File: config.mk
export PLATFORM = sky130hd
export DESIGN_NAME = match_timer
export DESIGN_NICKNAME = d
export VERILOG_FILES = /design/src/rtl/mtimer_pkg.sv /design/src/rtl/mtimer_decode.sv /design/src/rtl/mtimer_countdown.sv /design/src/rtl/mtimer_flag.sv /design/src/rtl/match_timer.sv
export SDC_FILE = /design/constraint.sdc
export NUM_CORES = 1
export LEC_CHECK = 0
export ABC_CLOCK_PERIOD_IN_PS = 4320
export BUFFER_PORTS_ARGS = -buffer_cell sky130_fd_sc_hd__buf_4
export CAP_MARGIN = 15
export CORE_UTILIZATION = 55
export CTS_BUF_LIST = sky130_fd_sc_hd__clkbuf_8
export CTS_CLUSTER_SIZE = 28
export DETAILED_ROUTE_END_ITERATION = 8
export GPL_TIMING_DRIVEN = 0
export PLACE_DENSITY = 0.79
export SLEW_MARGIN = 25
export SYNTH_ARGS = -nofsm -noshare
export SYNTH_HDL_FRONTEND = slang
export SYNTH_SLANG_ARGS = --single-unit
File: constraint.sdc
create_clock -name clk -period 4.32 [get_ports clk]
set_input_delay 1.08 -clock clk [delete_from_list [all_inputs] [get_ports clk]]
set_output_delay 1.08 -clock clk [all_outputs]
set_load 0.02 [all_outputs]
File: src/rtl/mtimer_pkg.sv
package mtimer_pkg;
  localparam int DATA_W = 32;
  localparam int ADDR_W = 8;

  localparam int OFF_MATCH = 'h00;
  localparam int OFF_COUNT = 'h10;
  localparam int OFF_STAT  = 'h14;
  localparam int OFF_IEN   = 'h1C;

  typedef enum logic [1:0] {
    SEL_NONE  = 2'd0,
    SEL_COUNT = 2'd1,
    SEL_STAT  = 2'd2,
    SEL_IEN   = 2'd3
  } rd_sel_e;
endpackage

File: src/rtl/mtimer_decode.sv
module mtimer_decode
  import mtimer_pkg::*;
#(
  parameter int AW = ADDR_W,
  parameter int DW = DATA_W
) (
  input  logic [AW-1:0] addr,
  input  logic          wr_en,
  input  logic          rd_en,
  input  logic [DW-1:0] count_view,
  input  logic          stat_bit,
  input  logic [DW-1:0] ien_val,
  output logic          wr_match,
  output logic          wr_stat,
  output logic          wr_ien,
  output logic [DW-1:0] rd_data
);
  localparam logic [AW-1:0] A_MATCH = AW'(OFF_MATCH);
  localparam logic [AW-1:0] A_COUNT = AW'(OFF_COUNT);
  localparam logic [AW-1:0] A_STAT  = AW'(OFF_STAT);
  localparam logic [AW-1:0] A_IEN   = AW'(OFF_IEN);

  rd_sel_e sel;

  assign wr_match = wr_en && (addr == A_MATCH);
  assign wr_stat  = wr_en && (addr == A_STAT);
  assign wr_ien   = wr_en && (addr == A_IEN);

  always_comb begin
    sel = SEL_NONE;
    if (rd_en) begin
      if (addr == A_COUNT)     sel = SEL_COUNT;
      else if (addr == A_STAT) sel = SEL_STAT;
      else if (addr == A_IEN)  sel = SEL_IEN;
    end
  end

  always_comb begin
    case (sel)
      SEL_COUNT: rd_data = count_view;
      SEL_STAT:  rd_data = {{(DW-1){1'b0}}, stat_bit};
      SEL_IEN:   rd_data = ien_val;
      default:   rd_data = '0;
    endcase
  end
endmodule

File: src/rtl/mtimer_countdown.sv
module mtimer_countdown
  import mtimer_pkg::*;
#(
  parameter int DW = DATA_W
) (
  input  logic          clk,
  input  logic          rst_n,
  input  logic          tick_en,
  input  logic          load,
  input  logic [DW-1:0] load_val,
  output logic          fire,
  output logic          running,
  output logic [DW-1:0] remain,
  output logic [DW-1:0] count_view
);
  localparam logic [DW-1:0] ALL_ONES = {DW{1'b1}};
  localparam logic [DW-1:0] ONE      = DW'(1);

  logic [DW-1:0] match_q;
  logic [DW-1:0] snap_q;
  logic [DW-1:0] remain_q;
  logic          run_q;
  logic [DW-1:0] span;

  // wrap-aware distance from the stored counter to the new match value
  always_comb begin
    if (load_val > snap_q) span = load_val - snap_q;
    else                   span = load_val + (ALL_ONES - snap_q);
  end

  assign fire = run_q && tick_en && (remain_q <= ONE) && !load;

  always_ff @(posedge clk or negedge rst_n) begin
    if (!rst_n) begin
      match_q  <= '0;
      snap_q   <= '0;
      remain_q <= '0;
      run_q    <= 1'b0;
    end else if (load) begin
      match_q  <= load_val;
      remain_q <= span;
      run_q    <= 1'b1;
    end else if (fire) begin
      snap_q   <= match_q;
      remain_q <= '0;
      run_q    <= 1'b0;
    end else if (run_q && tick_en) begin
      remain_q <= remain_q - ONE;
    end
  end

  assign running    = run_q;
  assign remain     = remain_q;
  assign count_view = match_q - remain_q;
endmodule

File: src/rtl/mtimer_flag.sv
module mtimer_flag
  import mtimer_pkg::*;
#(
  parameter int DW = DATA_W
) (
  input  logic          clk,
  input  logic          rst_n,
  input  logic          fire,
  input  logic          wr_stat,
  input  logic          wr_ien,
  input  logic [DW-1:0] wdata,
  output logic          stat_bit,
  output logic [DW-1:0] ien_val
);
  logic          stat_q;
  logic [DW-1:0] ien_q;
  logic          set_req;
  logic          clr_req;

  assign set_req = fire && (ien_q != '0);
  assign clr_req = wr_stat && (wdata == '0);

  always_ff @(posedge clk or negedge rst_n) begin
    if (!rst_n) begin
      stat_q <= 1'b0;
      ien_q  <= '0;
    end else begin
      if (set_req)      stat_q <= 1'b1;
      else if (clr_req) stat_q <= 1'b0;
      if (wr_ien) ien_q <= wdata;
    end
  end

  assign stat_bit = stat_q;
  assign ien_val  = ien_q;
endmodule

File: src/rtl/match_timer.sv
module match_timer
  import mtimer_pkg::*;
#(
  parameter int AW = ADDR_W,
  parameter int DW = DATA_W
) (
  input  logic          clk,
  input  logic          rst_n,
  input  logic          tick_en,
  input  logic [AW-1:0] addr,
  input  logic          wr_en,
  input  logic [DW-1:0] wr_data,
  input  logic          rd_en,
  output logic [DW-1:0] rd_data,
  output logic          irq
);
  logic          wr_match, wr_stat, wr_ien;
  logic          fire, running, stat_bit;
  logic [DW-1:0] remain, count_view, ien_val;

  mtimer_decode #(.AW(AW), .DW(DW)) u_dec (
    .addr(addr), .wr_en(wr_en), .rd_en(rd_en),
    .count_view(count_view), .stat_bit(stat_bit), .ien_val(ien_val),
    .wr_match(wr_match), .wr_stat(wr_stat), .wr_ien(wr_ien),
    .rd_data(rd_data)
  );

  mtimer_countdown #(.DW(DW)) u_cd (
    .clk(clk), .rst_n(rst_n), .tick_en(tick_en),
    .load(wr_match), .load_val(wr_data),
    .fire(fire), .running(running), .remain(remain),
    .count_view(count_view)
  );

  mtimer_flag #(.DW(DW)) u_flag (
    .clk(clk), .rst_n(rst_n), .fire(fire),
    .wr_stat(wr_stat), .wr_ien(wr_ien), .wdata(wr_data),
    .stat_bit(stat_bit), .ien_val(ien_val)
  );

  assign irq = stat_bit;
endmodule

==> results.ini, run 1 <==
[clock_network]
ctsLongestPathBuffers=2
cts_sinks=130
cts_max_level=4
tritoncts=done
clk_transition_reported_paths_ns=0.08
clk_latency_ns=0.46
numCtsBuffers=17
root_buffer=clkbuf_8
postCtsHoldBufs=0

[sta]
finalSetupViolCount=16
fmax_ghz=0.216
maxSlewHeadroom=0.436
post-route-period-util=1.07
rsz0062_at_grt=true
tightest_slew_ns=0.845
clock_skew_ns=0.0108
fin_ws_ns=-0.303
min_period_ns=4.62
finalMaxSlewViolations=0
hold_viol=0
tns_ns=-2.03
hold_slack_ns=0.496

[final_layout]
nets=1450
num-fill-cells=1462
final_util=0.684
drive_above_1_share=0.200
num_antenna_cells=0
areaGrowthSynthToFinish_pct=20.8

[job]
maxCapViolCount=0

[pwr]
clockPowerShare=0.280
power_frac_comb=0.338
netSwitchingFraction=0.357
p_seq_frac=0.382
cell_internal_pwr_mw=2.35
peakVddDrop_mv=0.199
p_per_area_nw_per_um2=307
p_switching_mw=1.30
power.leakage_nw=5.55
power_mw=3.65

[synthesis]
synth_area_leaders=dfrtp_1 33%, ha_1 8.4%, nand2_1 7.5%
yosysMostFrequentCell=nand2_1
syn_nets=1307
async_flop_share=1.00
ys_types=70
avgSynthCellArea_um2=8.24
synth-edff-count=0
postSynthCellCount=1193
seq_area_frac_synth=0.331
synth_flop_cell=dfrtp_1
synth_common_cells=195 x nand2_1, 130 x dfrtp_1, 85 x inv_1, 82 x a21oi_1, 70 x o21ai_0
yosysWarnings=0
yosysTopAreaCellShare=0.331
syn_area_um2=9820
synth_top_area_cell=dfrtp_1
ys_ff_latch=130

[status]
failed_checks=negative setup slack
status=finished with violations

[routing]
viasPerCell=6.34
ant_nets=0
drtIter0Drc=967
wl_per_cell_um=20.2
drc=0
num_vias=9966
drt_wl_total_um=31800
firstDrtPassIters=5

[floorplan]
die_w_um=136
rows=48
dieArea_um2=18400
die_height_um=136
core_um2=17400
start_util=0.566
ios=78

[placement]
place_congestion=0.980
numPortBuffers=77
place_ws_ns=-0.773
dp_hpwl_um=23500

[global_routing]
grt_pass1_vias=9224
grt_max_degree=80
overflow=0
grt_usage=0.355
antenna_found_initial=0
grt_first_pass_wirelength_um=49400

[critical_path]
end_kind=output port
cp-startpoint=u_cd.remain[6]
cp_max_fo=2
crit_arrival_ns=3.54
critical_path_class=flop to output port
worst_setup_path_endpoint=rd_data[29]
r2r_cells=13
crit-reg2reg-launch=u_cd.snap_q[0]
r2r_end=u_cd.remain[29]
required_ns=3.24
setup.worst_path.start_class=flop
ff2ff_setup_slack_ns=0.51

[hold_path]
hold_path.class=primary input to asynchronous set/reset pin

## repair_timing
| action | CTS | global route |
|---|---|---|
| hold endpoints to repair | 0 | 0 |
| gates resized for setup | 57 | 44 |
| setup endpoints to repair | 31 | 32 |
| gates cloned | 0 | 0 |
| pin swaps | 28 | 25 |
| buffers inserted | 39 | 10 |
## cell type report
| class | instances | area, µm² | area share |
|---|---|---|---|
| Tap cell | 225 | 282 | 0.0237 |
| Timing Repair Buffer | 124 | 992 | 0.0836 |
| Clock inverter | 10 | 86.3 | 0.00727 |
| Multi-Input combinational cell | 928 | 6440 | 0.543 |
| Clock buffer | 21 | 289 | 0.0243 |
| Buffer | 46 | 184 | 0.0155 |
| Inverter | 89 | 334 | 0.0281 |
| Sequential cell | 130 | 3260 | 0.274 |
## layer usage
| layer | up-vias | routed length, µm | track usage |
|---|---|---|---|
| met1 | 4833 | 13600 | 0.487 |
| li1 | 4552 | - | - |
| met3 | 74 | 2720 | 0.0569 |
| met5 | - | 0 | 0 |
| met2 | 507 | 14400 | 0.549 |
| met4 | 0 | 1080 | 0.161 |
## registers in the layout (all words and copies together), names as in the netlist
signal,count
u_flag.stat_bit,1
u_flag.ien_val,32
u_cd.running,1
u_cd.snap_q,32
u_cd.match_q,32
u_cd.remain,32
## cells in the final DEF (no fill, tap or decap), drive strengths merged, types with 5 or more instances in the layout
cell type  Yosys  final
a211oi         7      7
a21o          39     39
a21oi         82     82
a31oi         11     11
and3          15     15
buf            8    133
clkbuf        38     58
dfrtp        130    130
ha            66     66
inv           89     91
mux2          63     63
nand2        196    196
nand2b        10     10
nand3         20     20
nand4         22     22
nor2          49     49
nor2b          6      6
nor3          31     31
nor4          30     30
o211ai         5      5
o21a           8      8
o21ai        127    127
o21bai        11     11
o31ai          5      5
or2            5      5
xnor2         32     32
xor2          20     20
## worst max-delay path, cell delays in order, from the launching register on
cell	delay, ns
dfrtp_1	0.39
inv_2	0.10
ha_4	0.21
a21o_1	0.16
a21o_1	0.22
a2111oi_4	0.40
a32oi_4	0.19
a21oi_4	0.23
o21ai_4	0.09
a41o_4	0.30
a2111oi_4	0.31
a21oi_2	0.07
xnor2_1	0.20
o21ai_2	0.07
buf_6	0.15
## power groups by stage
stage | clock network (mW) | logic [mW] | registers, mW
CTS | 1.02 | 1.13 | 1.39
floorplan | 0 | 0.655 | 1.40
finish | 1.02 | 1.23 | 1.39
global placement | 0 | 0.909 | 1.43
detailed placement | 0 | 0.927 | 1.43
global route | 1.07 | 1.34 | 1.40
## through the flow
| step | instance area (µm²) | cells |
|---|---|---|
| final | 11900 | 1573 |
| after global routing | 11900 | 1573 |
| after CTS | 11600 | 1564 |
| after detailed placement | 10700 | 1496 |
| after global placement | 10700 | 1495 |
| after floorplan | 9830 | 1193 |
## worst min path at each step
stage / end / slack [ns] / from
after global placement: u_cd.match_q[0] / 0.46 / u_cd.match_q[0]
after global routing: u_cd.snap_q[28] / 0.52 / u_cd.snap_q[28]
after CTS: u_cd.snap_q[23] / 0.50 / u_cd.snap_q[23]
final: u_flag.ien_val[2] / 0.50 / rst_n
after detailed placement: u_cd.match_q[0] / 0.47 / u_cd.match_q[0]
after floorplan: u_cd.match_q[0] / 0.45 / u_cd.match_q[0]
## logic make-up after synthesis
| family | Yosys count | share of synthesized area |
|---|---|---|
| simple gates | 402 | 0.192 |
| compound gates | 341 | 0.215 |
| buf+inv | 135 | 0.0522 |
| flops | 130 | 0.331 |
| fa+ha+maj | 69 | 0.0902 |
| mux | 64 | 0.0732 |
| xor+xnor | 52 | 0.0464 |
Power figures use the tool's default switching activity.
==> run 2: changes to the inputs <==
--- a/config.mk
+++ b/config.mk
@@ -5,7 +5,7 @@
 export SDC_FILE = /design/constraint.sdc
 export NUM_CORES = 1
 export LEC_CHECK = 0
-export ABC_CLOCK_PERIOD_IN_PS = 4320
+export ABC_CLOCK_PERIOD_IN_PS = 4600
 export BUFFER_PORTS_ARGS = -buffer_cell sky130_fd_sc_hd__buf_4
 export CAP_MARGIN = 15
 export CORE_UTILIZATION = 55
@@ -13,7 +13,7 @@
 export CTS_CLUSTER_SIZE = 28
 export DETAILED_ROUTE_END_ITERATION = 8
 export GPL_TIMING_DRIVEN = 0
-export PLACE_DENSITY = 0.79
+export PLACE_DENSITY = 0.76
 export SLEW_MARGIN = 25
 export SYNTH_ARGS = -nofsm -noshare
 export SYNTH_HDL_FRONTEND = slang
==> constraint.sdc (replaced) <==
create_clock -name clk -period 4.6 [get_ports clk]
set_input_delay 1.15 -clock clk [delete_from_list [all_inputs] [get_ports clk]]
set_output_delay 1.15 -clock clk [all_outputs]
set_load 0.02 [all_outputs]
==> run 2 against run 1 <==
Critical path type unchanged. Largest power group unchanged. Flip-flop and latch count did not move. Power fell by 5.8%. Clock skew rose by 0.00073 ns. The flow still finishes with violations (negative setup slack). Setup slack improved by 0.24 ns. Critical path depth did not move. Design area fell by 1.6%. Register-to-register slack improved by 0.15 ns. Largest cell class unchanged. Hold slack got worse by 0.0022 ns. Via count fell by 3.0%. Core utilization fell by 1.1 points. Die area did not move. Combinational power fell by 9.8%.
==> results.ini, run 2 (synthesis gave the netlist of run 1 again) <==
[status]
status=finished with violations  ; unchanged
failed_checks=negative setup slack  ; unchanged

[placement]
place_congestion=0.968  ; was 0.980
dpl-instance-area_um2=10700  ; about the same
place_ws_ns=-0.519  ; was -0.773 ns
numPortBuffers=77  ; unchanged
dp_hpwl_um=24000  ; was 23,500 µm

[floorplan]
dieArea_um2=18400  ; unchanged
start_util=0.566  ; unchanged
ios=78  ; unchanged
rows=48  ; unchanged
die_height_um=136  ; unchanged
die_w_um=136  ; unchanged
core_um2=17400  ; unchanged

[pwr]
netSwitchingFraction=0.356  ; was 0.357
clockPowerShare=0.293  ; was 0.280
p_per_area_nw_per_um2=294  ; was 307 nW/µm²
peakVddDrop_mv=0.207  ; was 0.199 mV
power.leakage_nw=5.47  ; was 5.55 nW
power_frac_comb=0.324  ; was 0.338
p_switching_mw=1.22  ; was 1.30 mW
p_seq_frac=0.383  ; was 0.382
cell_internal_pwr_mw=2.21  ; was 2.35 mW

[global_routing]
grt_usage=0.357  ; was 0.355
antenna_found_initial=0  ; unchanged
grt_first_pass_wirelength_um=49100  ; was 49,400 µm
overflow=0  ; unchanged
grt_max_degree=82  ; was 80
grt_pass1_vias=9013  ; was 9,224

[critical_path]
crit_arrival_ns=3.51  ; was 3.54 ns
setup.worst_path.start_class=flop  ; unchanged
ff2ff_setup_slack_ns=0.66  ; was 0.51 ns
end_kind=output port  ; unchanged
required_ns=3.45  ; was 3.24 ns
cp_max_fo=3  ; was 2
critical_path_class=flop to output port  ; unchanged

[final_layout]
final_area_um2=11700  ; was 11,900 µm²
final_util=0.673  ; was 0.684
final_cell_mix=195 x nand2_1, 125 x dfrtp_1, 112 x buf_4  ; was 192 x nand2_1, 126 x dfrtp_1, 113 x buf_4
num_antenna_cells=0  ; unchanged
nets=1440  ; was 1,450
drive_above_1_share=0.183  ; was 0.200
areaGrowthSynthToFinish_pct=18.8  ; was 20.8%
layout_commonest_cell=nand2_1  ; unchanged

[sta]
post-route-period-util=1.01
tns_ns=-0.0606  ; was -2.03 ns
rsz0062_at_grt=true  ; unchanged
maxSlewHeadroom=0.424  ; was 0.436
hold_slack_ns=0.494  ; was 0.496 ns
tightest_slew_ns=0.865  ; was 0.845 ns
min_period_ns=4.66
finalSetupViolCount=1  ; was 16
clock_skew_ns=0.0116  ; was 0.0108 ns
finalMaxSlewViolations=0  ; unchanged
hold_viol=0  ; unchanged
fmax_ghz=0.215
fin_ws_ns=-0.0606  ; was -0.303 ns

[clock_network]
cts_sinks=130  ; unchanged
numCtsBuffers=17  ; unchanged
tritoncts=done  ; unchanged
cts_max_level=4  ; unchanged
postCtsHoldBufs=0  ; unchanged
clk_latency_ns=0.47  ; was 0.46 ns
ctsLongestPathBuffers=2  ; unchanged
root_buffer=clkbuf_8  ; unchanged
clk_transition_reported_paths_ns=0.08  ; about the same

[routing]
ant_nets=0  ; unchanged
drtIter0Drc=966  ; was 967
num_vias=9668  ; was 9,966
drt_wl_total_um=31700  ; was 31,800 µm
firstDrtPassIters=6  ; was 5
drc=0  ; unchanged
wl_per_cell_um=20.3  ; was 20.2 µm
viasPerCell=6.18  ; was 6.34

[job]
maxCapViolCount=0  ; unchanged

[hold_path]
hold_path.class=flop to flop  ; was primary input to asynchronous set/reset pin

-- run 2: changes by cell type in the layout (fill, tap and decap cells not counted), sizes merged --
cell      change
buf          -10
clkbuf        -2
clkinv        +2
bufinv        +1
clkinvlp      +1
inv           -1
-- run 2: metrics by stage --
step | cells | power [mW]
6_report | 1564 | 3.43
5_1_grt | 1564 | 3.59
4_1_cts | 1551 | 3.34
3_5_place_dp | 1496 | 2.22
3_3_place_gp | 1495 | 2.20
2_1_floorplan | 1193 | 1.93
-- run 2: power by group through the flow --
stage	combinational [mW]	clock [mW]	sequential [mW]
floorplan	0.615	0	1.31
global placement	0.859	0	1.34
detailed placement	0.877	0	1.34
CTS	1.02	1.01	1.31
global route	1.21	1.06	1.32
finish	1.11	1.01	1.31
-- run 2: path summary, 6_finish.rpt --
kind                       depth (start not counted)                end             from
hold / removal                                     1    u_cd.snap_q[16]  u_cd.snap_q[16]
min in group asynchronous                          1  u_flag.ien_val[2]            rst_n
setup / recovery                                  14        rd_data[29]   u_cd.remain[6]
max in group asynchronous                          2    u_cd.remain[10]            rst_n
setup reg to reg                                  13    u_cd.remain[29]   u_cd.snap_q[2]
hold reg to reg                                    1    u_cd.snap_q[16]  u_cd.snap_q[16]
-- run 2: final cells by class --
class / instances / area, µm²
multi-input combinational: 928 / 6340
fill: 1507 / 5680
sequential: 130 / 3260
timing repair buffer: 114 / 883
inverter: 89 / 334
tap: 225 / 282
clock buffer: 19 / 262
buffer: 46 / 183
clock inverter: 13 / 135
-- run 2: what timing repair did --
action	4_1_cts	5_1_grt
setup buffers	23	13
endpoints found under the setup margin	25	24
pin swaps	23	16
resized for setup	40	30
hold endpoints to repair	0	0
-- run 2: worst max-delay path, stage by stage, from the launching register on --
cell	delay (ns)
dfrtp_1	0.40
inv_2	0.09
ha_4	0.21
a21o_1	0.15
a21o_1	0.20
a2111oi_4	0.37
a32oi_4	0.19
a21oi_4	0.23
o21ai_4	0.09
a41o_4	0.31
a2111oi_4	0.31
a21oi_2	0.06
xnor2_1	0.18
o21ai_1	0.07
buf_4	0.18
-- run 2: routing by layer --
metal / share of wire / wire length (µm) / track usage / vias up
li1: - / - / - / 4536
met5: 0 / 0 / 0 / -
met3: 0.078 / 2490 / 0.0602 / 74
met4: 0.036 / 1150 / 0.151 / 0
met1: 0.43 / 13800 / 0.492 / 4649
met2: 0.45 / 14300 / 0.552 / 409
